File: src/rtl/stack_pkg.sv
package stack_pkg;
  typedef enum logic [1:0] {
    POP_NONE = 2'd0,
    POP_ONE  = 2'd1,
    POP_TWO  = 2'd2,
    POP_BAD  = 2'd3
  } pop_e;
endpackage

File: src/rtl/stack_ctrl.sv
module stack_ctrl
  import stack_pkg::*;
#(
  parameter int DEPTH = 16,
  parameter int CNT_W = $clog2(DEPTH + 1),
  parameter int IDX_W = $clog2(DEPTH)
) (
  input  logic [CNT_W-1:0] depth_i,
  input  logic             push_i,
  input  pop_e             pop_i,
  output logic             fault_o,
  output logic             wr_en_o,
  output logic [IDX_W-1:0] wr_idx_o,
  output logic [CNT_W-1:0] depth_nxt_o
);
  logic [CNT_W-1:0] pop_amt;
  logic [CNT_W-1:0] base;
  logic             under;
  logic             over;

  // pop is applied before push
  always_comb begin
    pop_amt     = CNT_W'(pop_i);
    under       = (pop_i == POP_BAD) || (pop_amt > depth_i);
    base        = depth_i - pop_amt;
    over        = !under && push_i && (base == CNT_W'(DEPTH));
    fault_o     = under || over;
    wr_en_o     = !fault_o && push_i;
    wr_idx_o    = IDX_W'(base);
    depth_nxt_o = fault_o ? depth_i : base + CNT_W'(push_i);
  end
endmodule

File: src/rtl/stack_store.sv
module stack_store #(
  parameter int DATA_W = 16,
  parameter int DEPTH  = 16,
  parameter int IDX_W  = $clog2(DEPTH)
) (
  input  logic              clk_i,
  input  logic              rst_ni,
  input  logic              wr_en_i,
  input  logic [IDX_W-1:0]  wr_idx_i,
  input  logic [DATA_W-1:0] wr_data_i,
  output logic [DATA_W-1:0] slots_o [DEPTH]
);
  for (genvar g = 0; g < DEPTH; g++) begin : g_slot
    always_ff @(posedge clk_i or negedge rst_ni) begin
      if (!rst_ni) begin
        slots_o[g] <= '0;
      end else if (wr_en_i && (wr_idx_i == IDX_W'(g))) begin
        slots_o[g] <= wr_data_i;
      end
    end
  end
endmodule

File: src/rtl/stack_peek.sv
module stack_peek #(
  parameter int DATA_W = 16,
  parameter int DEPTH  = 16,
  parameter int CNT_W  = $clog2(DEPTH + 1),
  parameter int IDX_W  = $clog2(DEPTH)
) (
  input  logic [DATA_W-1:0] slots_i [DEPTH],
  input  logic [CNT_W-1:0]  depth_i,
  output logic [DATA_W-1:0] top_o,
  output logic [DATA_W-1:0] second_o,
  output logic              top_valid_o,
  output logic              second_valid_o
);
  logic [IDX_W-1:0] top_idx;
  logic [IDX_W-1:0] sec_idx;

  always_comb begin
    top_idx        = IDX_W'(depth_i - CNT_W'(1));
    sec_idx        = IDX_W'(depth_i - CNT_W'(2));
    top_valid_o    = depth_i != '0;
    second_valid_o = depth_i > CNT_W'(1);
    top_o          = top_valid_o    ? slots_i[top_idx] : '0;
    second_o       = second_valid_o ? slots_i[sec_idx] : '0;
  end
endmodule

File: src/rtl/dual_pop_stack.sv
module dual_pop_stack
  import stack_pkg::*;
#(
  parameter int DATA_W = 16,
  parameter int DEPTH  = 16
) (
  input  logic                         clk_i,
  input  logic                         rst_ni,
  input  logic                         push_i,
  input  logic [DATA_W-1:0]            push_data_i,
  input  logic [1:0]                   pop_cnt_i,
  output logic [DATA_W-1:0]            top_o,
  output logic [DATA_W-1:0]            second_o,
  output logic                         top_valid_o,
  output logic                         second_valid_o,
  output logic [$clog2(DEPTH+1)-1:0]   depth_o,
  output logic                         empty_o,
  output logic                         full_o,
  output logic                         err_o
);
  localparam int CNT_W = $clog2(DEPTH + 1);
  localparam int IDX_W = $clog2(DEPTH);

  logic [CNT_W-1:0]  depth_q;
  logic [CNT_W-1:0]  depth_nxt;
  logic              err_q;
  logic              fault;
  logic              wr_en;
  logic [IDX_W-1:0]  wr_idx;
  logic [DATA_W-1:0] slots [DEPTH];

  stack_ctrl #(.DEPTH(DEPTH), .CNT_W(CNT_W), .IDX_W(IDX_W)) i_ctrl (
    .depth_i     (depth_q),
    .push_i      (push_i),
    .pop_i       (pop_e'(pop_cnt_i)),
    .fault_o     (fault),
    .wr_en_o     (wr_en),
    .wr_idx_o    (wr_idx),
    .depth_nxt_o (depth_nxt)
  );

  stack_store #(.DATA_W(DATA_W), .DEPTH(DEPTH), .IDX_W(IDX_W)) i_store (
    .clk_i     (clk_i),
    .rst_ni    (rst_ni),
    .wr_en_i   (wr_en),
    .wr_idx_i  (wr_idx),
    .wr_data_i (push_data_i),
    .slots_o   (slots)
  );

  stack_peek #(.DATA_W(DATA_W), .DEPTH(DEPTH), .CNT_W(CNT_W), .IDX_W(IDX_W)) i_peek (
    .slots_i        (slots),
    .depth_i        (depth_q),
    .top_o          (top_o),
    .second_o       (second_o),
    .top_valid_o    (top_valid_o),
    .second_valid_o (second_valid_o)
  );

  always_ff @(posedge clk_i or negedge rst_ni) begin
    if (!rst_ni) begin
      depth_q <= '0;
      err_q   <= 1'b0;
    end else begin
      depth_q <= depth_nxt;
      err_q   <= err_q | fault;
    end
  end

  assign depth_o = depth_q;
  assign empty_o = depth_q == '0;
  assign full_o  = depth_q == CNT_W'(DEPTH);
  assign err_o   = err_q;
endmodule

File: config.mk
export PLATFORM = sky130hd
export DESIGN_NAME = dual_pop_stack
export DESIGN_NICKNAME = d
export VERILOG_FILES = /design/src/rtl/stack_pkg.sv /design/src/rtl/stack_ctrl.sv /design/src/rtl/stack_store.sv /design/src/rtl/stack_peek.sv /design/src/rtl/dual_pop_stack.sv
export SDC_FILE = /design/constraint.sdc
export NUM_CORES = 1
export LEC_CHECK = 0
export ABC_AREA = 1
export BUFFER_PORTS_ARGS = -buffer_cell sky130_fd_sc_hd__buf_2
export CAP_MARGIN = 25
export CORE_UTILIZATION = 55
export CTS_CLUSTER_SIZE = 14
export DETAILED_ROUTE_END_ITERATION = 7
export PLACE_DENSITY_LB_ADDON = 0.1
export RECOVER_POWER = 50
export SETUP_SLACK_MARGIN = 0.1
export SYNTH_ARGS = -nofsm -noshare
export SYNTH_HDL_FRONTEND = slang
export SYNTH_SLANG_ARGS = --single-unit
File: constraint.sdc
create_clock -name clk_i -period 3.6 [get_ports clk_i]
set_input_delay 0.72 -clock clk_i [delete_from_list [all_inputs] [get_ports clk_i]]
set_output_delay 0.72 -clock clk_i [all_outputs]
set_load 0.03 [all_outputs]
==> summary.txt, run 1 <==
Run status
  – Status: complete, but fails checks
  – Violated checks: capacitance limit, slew limit

Final layout
  – Count of nets after finishing: roughly 2300
  – P&R area growth vs syn: 11.7%
  – Layout cells sized above 1: about an eighth
  – Post-route design area: 0.0184 sq mm
  – N_diodes: 0
  – Fillers: around 2700
  – Layout Utilization: a little over three fifths

Timing
  – Final hold violation count: 0
  – Setup Viol. Count Final: 0
  – Period minus WS final: 3.51 ns
  – RSZ-0062 raised after global routing: yes
  – Period utilization: a little over nine tenths
  – Slew HR: -63.3%
  – Fmax: 0.285 GHz
  – Max-slew violations: a little under 90
  – Setup tns final: 0 ns
  – Worst-margin pin slew: 2.45 ns
  – Fin Clk Skew: 0.0157 ns

Worst hold path
  – Worst Hold Class: flop to flop

Setup path
  – Capturing point of the worst reg2reg path: i_store.slots_o[252]
  – Worst flop-to-flop path startpoint: depth_o[0]
  – CP startpoint kind: flop
  – Cell count of the worst reg-to-reg path: 11
  – CP required: ~2.9 ns
  – Critical Path End: top_o[8]
  – R2R setup slack: ~0.2 ns
  – Worst Path Arrival: roughly 2.8 ns
  – Crit Path Category: flop to primary output
  – CP max FO: 15
  – Worst Setup End Kind: primary output
  – CP startpoint: depth_o[0]

Floorplan
  – Die Area: just over 0.03 sq mm
  – Die H: ~180 um
  – Core area: approximately 0.029 sq mm
  – Initial core utilization: a little under three fifths
  – Row count: 62
  – Die X: 175 um
  – Ports: 63

Routing
  – TritonRoute pass-1 iters: 6
  – DRC Markers: 0
  – Initial DRC Count: between 2000 and 2500
  – Via-to-Cell Ratio: 6.43
  – Per-cell routed wire length: between 20 and 25 um
  – Post-route ant nets: 0
  – Routed vias: 17300
  – WL final: about 60 mm

Yosys
  – Yosys warning count: 0
  – Synth cell types: 35
  – Area share of the largest cell type after synthesis: between 30% and 40%
  – Post-Syn Area: 0.0165 sq mm
  – Average cell area after synthesis: a little over 7 sq um
  – Syn Nets: around 2400
  – Seq/Total Area, Yosys: between 30% and 40%
  – #FFs+latches synth: 262
  – Synth area leaders: dfrtp_1 (40%), nand2_1 (19%), nand4_1 (9.2%), a21oi_1 (6.1%), o21ai_0 (4.9%)
  – Area leader, netlist: dfrtp_1
  – Gate count of the mapped netlist: 2337

Clock network
  – Clk_lat worst skew: approximately 0.58 ns
  – CTS clock-pin slew for the worst setup and hold paths: 0.06 ns
  – H-tree Lvls: 1
  – CTS tree: yes
  – Root Driver: clkbuf_16
  – CTS buffer count: 31
  – Deepest clock path buffer count: 3
  – Sink Count: between 200 and 300
  – CTS Hold Bufs: 0

Placement
  – Port Buffers: slightly above 60
  – Placer Congestion: about 0.91
  – Detail Placement HPWL: approximately 34 mm
  – Area post-placement: around 0.017 sq mm

Global routing
  – Total grt overflow: 0
  – GRT Util Overall: about two fifths
  – Pin count of the biggest net entering global routing: 178
  – Initial antenna violation count: 0
  – First-pass GRT wire length: around 92 mm
  – Number of global-route vias before repair: around 16000

Job
  – Max Cap Violations: 1
[per-layer routing]
layer	track usage [%]	vias up	share of wire (%)
met4	13.7	0	3.4
met2	57.1	1110	43
met1	56.4	8219	41
met5	0	-	0
li1	-	7805	-
met3	7.62	166	12
[metrics by stage]
stage / hold slack, ns / instances / worst slack [ns]
detailed placement: 0.447 / 2619 / 0.349
floorplan: 0.424 / 2337 / 0.106
global route: 0.501 / 2692 / 0.00175
finish: 0.466 / 2692 / 0.0890
CTS: 0.179 / 2688 / 0.0560
global placement: 0.445 / 2619 / 0.353
[layout by cell type, fill, tap and decap left out, types with 8 or more instances in the layout]
master	instances
o211ai_1	18
clkbuf_1	15
nand3_1	93
nor2_2	17
a31oi_1	15
buf_2	43
clkbuf_16	31
o21ai_1	17
clkbuf_4	8
buf_4	55
nand2_1	813
inv_1	100
nor2_4	19
a21oi_1	194
nand4_1	241
clkbuf_8	9
a22oi_1	22
dfrtp_1	260
a211oi_1	9
nor2_1	70
o21ai_0	150
nand4_4	11
[how the worst min path moves through the flow]
stage / from / endpoint / slack (ns) / depth (start not counted)
floorplan: rst_ni / depth_o[0] / 0.42 / 0
global placement: err_o / err_o / 0.44 / 2
detailed placement: err_o / err_o / 0.45 / 2
CTS: rst_ni / i_store.slots_o[144] / 0.18 / 1
global route: i_store.slots_o[100] / i_store.slots_o[100] / 0.50 / 2
finish: err_o / err_o / 0.47 / 2
[cell type report]
| cell class | instances | area [sq um] | area share [%] |
|---|---|---|---|
| clock buffers | 44 | 885 | 4.81 |
| clock inverters | 13 | 183 | 0.993 |
| inverters | 109 | 435 | 2.37 |
| multi-input cells | 1741 | 8720 | 47.4 |
| flip-flops and latches | 262 | 6560 | 35.7 |
| well taps | 384 | 480 | 2.61 |
| repair buffers | 138 | 1120 | 6.10 |
| repair inverters | 1 | 5.00 | 0.0272 |
[sequential cells by signal, indices dropped and copies added, names as in the netlist]
signal,count
err_o,1
i_store.slots_o,256
depth_o,5
[cells in the mapped netlist]
| cell type | instances |
|---|---|
| buf_6 | 2 |
| buf_1 | 41 |
| inv_1 | 103 |
| nand2_1 | 814 |
| nand3_4 | 2 |
| clkbuf_1 | 128 |
| xor2_2 | 1 |
| nand4_2 | 5 |
| a31oi_1 | 15 |
| a21oi_1 | 200 |
| xnor2_2 | 1 |
| nand3_1 | 93 |
| buf_2 | 37 |
| nor2_4 | 17 |
| xor2_1 | 2 |
| fa_1 | 1 |
| ha_1 | 9 |
| nor2_1 | 89 |
| a22oi_1 | 22 |
| nand2_4 | 1 |
| o211ai_1 | 18 |
| dfrtp_1 | 262 |
| o22ai_2 | 1 |
| nand3_2 | 1 |
| o21ai_0 | 160 |
| nand4_4 | 11 |
| buf_4 | 17 |
| xnor2_1 | 1 |
| o21ai_1 | 10 |
| a211oi_1 | 15 |
| clkinv_1 | 2 |
| nand2_2 | 3 |
| nand4_1 | 241 |
| nor3_1 | 8 |
| inv_2 | 4 |
[kinds of logic (layout without fill, tap and decap cells)]
logic type,Yosys count,count (layout),synth area share [%]
xor+xnor,5,5,0.357
buf+inv,334,305,8.38
simple gates,1285,1285,36.2
flops,262,262,39.8
compound gates,441,441,14.4
fa+ha+maj,10,10,0.806
[what timing repair did]
action,in CTS,in global routing
resized for setup,27,42
cloned,3,1
buffers inserted,9,3
pin swaps,1,4
endpoints found under the setup margin,26,28
[critical path: stages (launching register included)]
cell and delay [ns]:
dfrtp_4 0.53, inv_6 0.14, ha_4 0.27, inv_8 0.14, buf_12 0.18, buf_4 0.18, a21oi_1 0.05, a22oi_1 0.23
a21oi_1 0.11, nor2_2 0.18, buf_4 0.18
Power of run 1 is not shown: default switching activity piles up to over one toggle a cycle in this logic, so the estimate is an artifact.
==> inputs of run 2 (changes only) <==
--- a/config.mk
+++ b/config.mk
@@ -5,9 +5,8 @@
 export SDC_FILE = /design/constraint.sdc
 export NUM_CORES = 1
 export LEC_CHECK = 0
-export ABC_AREA = 1
 export BUFFER_PORTS_ARGS = -buffer_cell sky130_fd_sc_hd__buf_2
-export CAP_MARGIN = 25
+export CAP_MARGIN = 15
 export CORE_UTILIZATION = 55
 export CTS_CLUSTER_SIZE = 14
 export DETAILED_ROUTE_END_ITERATION = 7
==> constraint.sdc (replaced) <==
create_clock -name clk_i -period 4.3 [get_ports clk_i]
set_input_delay 0.86 -clock clk_i [delete_from_list [all_inputs] [get_ports clk_i]]
set_output_delay 0.86 -clock clk_i [all_outputs]
set_load 0.03 [all_outputs]
==> run 2 against run 1 <==
Against the previous run:
- the flow still finishes with violations (capacitance limit, slew limit)
- hold slack improved by 0.0065 ns
- count of clock-buffer cells in the layout fell by 2
- critical path type unchanged
- global-route usage fell by 8.5 points
- critical path depth fell by 3
- synthesized area fell by 12%
- clock skew rose by 0.0012 ns
- flip-flop and latch count did not move
- synthesized cell count fell by 61%
- sequential share of layout area rose by 4.7 points
==> summary.txt, run 2 <==
Run status
  – Status: complete, but fails checks
  – Violated checks: capacitance limit, slew limit

Setup path
  – R2R setup slack: 0.65 ns (+0.45 ns)
  – Worst Path Arrival: 3.26 ns (+0.47 ns)
  – CP peak stage delay: 0.61 ns (+0.08 ns)
  – Crit Path Category: flop to primary output
  – Crit path cell chain: inv_1 > ha_2 > buf_4 > mux4_2 > mux2i_1 > a211oi_2 > buf_2
  – Crit-path slowest cell: ha_2
  – CP required: 3.44 ns (+0.56 ns)
  – CP startpoint kind: flop
  – Worst Setup End Kind: primary output
  – CP max FO: 13 (-2)

Placement
  – Port Buffers: 62 (unchanged)
  – Placer Congestion: 0.864 (-5.4%)
  – Detail Placement HPWL: 23.9 mm (-29%)

Clock network
  – Sink Count: 262 (unchanged)
  – CTS tree: yes
  – Clk_lat worst skew: 0.56 ns (-0.02 ns)
  – CTS buffer count: 29 (-6.5%)
  – Deepest clock path buffer count: 3 (unchanged)
  – CTS Hold Bufs: 0 (unchanged)
  – H-tree Lvls: 1 (unchanged)
  – Root Driver: clkbuf_16
  – CTS clock-pin slew for the worst setup and hold paths: 0.06 ns (about the same)

Global routing
  – Pin count of the biggest net entering global routing: 108 (-39%)
  – Initial antenna violation count: 2 (+2)
  – Total grt overflow: 0 (unchanged)
  – Number of global-route vias before repair: 9529 (-39%)
  – First-pass GRT wire length: 59.7 mm (-35%)
  – GRT Util Overall: 30.3% (-8.5 points)

Yosys
  – Post-synth EDFFs: 0 (unchanged)
  – Post-synth top cells: dfrtp_1 (262), mux2_2 (224), mux4_2 (144)
  – Cell with the most instances after synthesis: dfrtp_1
  – Async SR Flop Fraction: 100% (unchanged)
  – Area leader, netlist: dfrtp_1
  – #FFs+latches synth: 262 (unchanged)
  – Post-Syn Area: 0.0145 sq mm (-12%)
  – Gate count of the mapped netlist: 907 (-61%)
  – Yosys warning count: 0 (unchanged)
  – Average cell area after synthesis: 16.0 sq um (+130%)
  – Syn Nets: 938 (-60%)
  – Synth Flop Type: dfrtp_1
  – Area share of the largest cell type after synthesis: 45.3% (+5.5 points)
  – Seq/Total Area, Yosys: 45.3% (+5.5 points)
  – Synth cell types: 49 (+40%)
  – Synth area leaders: dfrtp_1 (45%), mux4_2 (22%), mux2_2 (17%), mux2_4 (3.1%), mux2i_1 (1.1%)

Final layout
  – Layout cells sized above 1: 59.7% (+48 points)
  – Fillers: 1877 (-30%)
  – Count of nets after finishing: 990 (-57%)
  – Layout Utilization: 62.6% (-0.58 points)
  – Register area: 0.00656 sq mm (about the same)
  – P&R area growth vs syn: 12.2%
  – Top reg by flops: i_store.slots_o
  – Commonest cells after routing, fill and taps aside: dfrtp_1 (261), mux2_2 (224), mux4_2 (144)
  – Area occupied by multi-input gates: 0.00758 sq mm (-13%)
  – Commonest non-fill, non-tap cell in the layout: dfrtp_1
  – Max reg flops: 256 (unchanged)

Worst hold path
  – Worst Hold Class: flop to flop

Floorplan
  – Die X: 164 um (-6.2%)
  – Row count: 59 (-4.8%)
  – Core area: 0.0259 sq mm (-11%)
  – Initial core utilization: 55.9% (-0.74 points)
  – Ports: 63 (unchanged)
  – Die Area: 0.0270 sq mm (-12%)
  – Die H: 164 um (-6.2%)

Timing
  – Hold slack final: 0.473 ns (+0.00648 ns)
  – RSZ-0062 raised after global routing: no
  – Setup Viol. Count Final: 0 (unchanged)
  – Setup tns final: 0 ns (unchanged)
  – Fin Clk Skew: 0.0168 ns (+0.00115 ns)
  – Max-slew violations: 108 (+24%)
  – Slew HR: -86.7% (-23 points)
  – Worst-margin pin slew: 2.80 ns (+0.351 ns)
  – Fmax: between 0.2 and 0.25 GHz
  – Period minus WS final: roughly 4.1 ns
  – Final hold violation count: 0 (unchanged)
  – Period utilization: a little over nine tenths

Routing
  – Post-route ant nets: 0 (unchanged)
  – Per-cell routed wire length: 29.5 um (+33%)
  – TritonRoute pass-1 iters: 5 (-1)
  – WL final: 38.8 mm (-35%)
  – Via-to-Cell Ratio: 6.78 (+5.5%)
  – DRC Markers: 0 (unchanged)
  – Routed vias: 8924 (-48%)
  – Initial DRC Count: 794 (-65%)

Job
  – Max Cap Violations: 1 (unchanged)
-- run 2: metrics by stage --
step | std cells | cell area, sq um | setup slack, ns
floorplan | 907 | 14500 | 0.0451
global placement | 1259 | 15300 | 0.604
detailed placement | 1259 | 15300 | 0.548
CTS | 1311 | 16200 | 0.131
global route | 1315 | 16200 | 0.0876
finish | 1316 | 16200 | 0.178
-- run 2: path summary, 6_finish.rpt --
path                            start                   to  cells after the start
max                        depth_o[0]            top_o[13]                      7
min                             err_o                err_o                      1
max reg2reg                depth_o[0]  i_store.slots_o[36]                      9
min reg2reg                     err_o                err_o                      1
max in group asynchronous      rst_ni  i_store.slots_o[85]                      2
min in group asynchronous      rst_ni  i_store.slots_o[80]                      1
-- run 2: per-layer routing --
layer | global-route usage (%) | vias to the layer above | share of wire, %
li1 | - | 3655 | -
met3 | 6.77 | 71 | 7.6
met5 | 0 | - | 0.033
met1 | 42.5 | 4863 | 41
met4 | 8.96 | 2 | 2.5
met2 | 47.4 | 333 | 48
-- run 2: area by class of cell --
class | count | area share, %
clock inverter | 10 | 0.640
tap | 335 | 2.58
clock buffer | 42 | 5.26
inverter | 12 | 0.277
antenna | 1 | 0.0154
multi-input combinational | 553 | 46.7
timing repair buffer | 101 | 4.12
sequential | 262 | 40.4
-- run 2: cell families (layout without fill, tap and decap cells) --
group	after synthesis	after routing	synth area share (%)
simple gates	62	62	2.66
mux	419	419	44.4
fa+ha+maj	10	10	0.916
buf+inv	92	165	3.21
flops	262	262	45.3
compound gates	55	55	2.99
other cells	0	1	0
xor+xnor	7	7	0.476
-- run 2: what timing repair did --
action / 4_1_cts / 5_1_grt
cloned: 0 / 0
resized for setup: 2 / 2
pin swaps: 0 / 1
setup endpoints to repair: 4 / 4
setup buffers: 0 / 4
-- run 2: critical path: cells and delay by family (launching register included) --
family / cells / cell delay [ns]
AO/OA/AOI/OAI: 1 / 0.37
adder cells (fa/ha/maj): 1 / 0.61
buffers and inverters: 3 / 0.78
flip-flops: 1 / 0.56
multiplexers: 2 / 0.37
Power of run 2 is left out for the same reason.
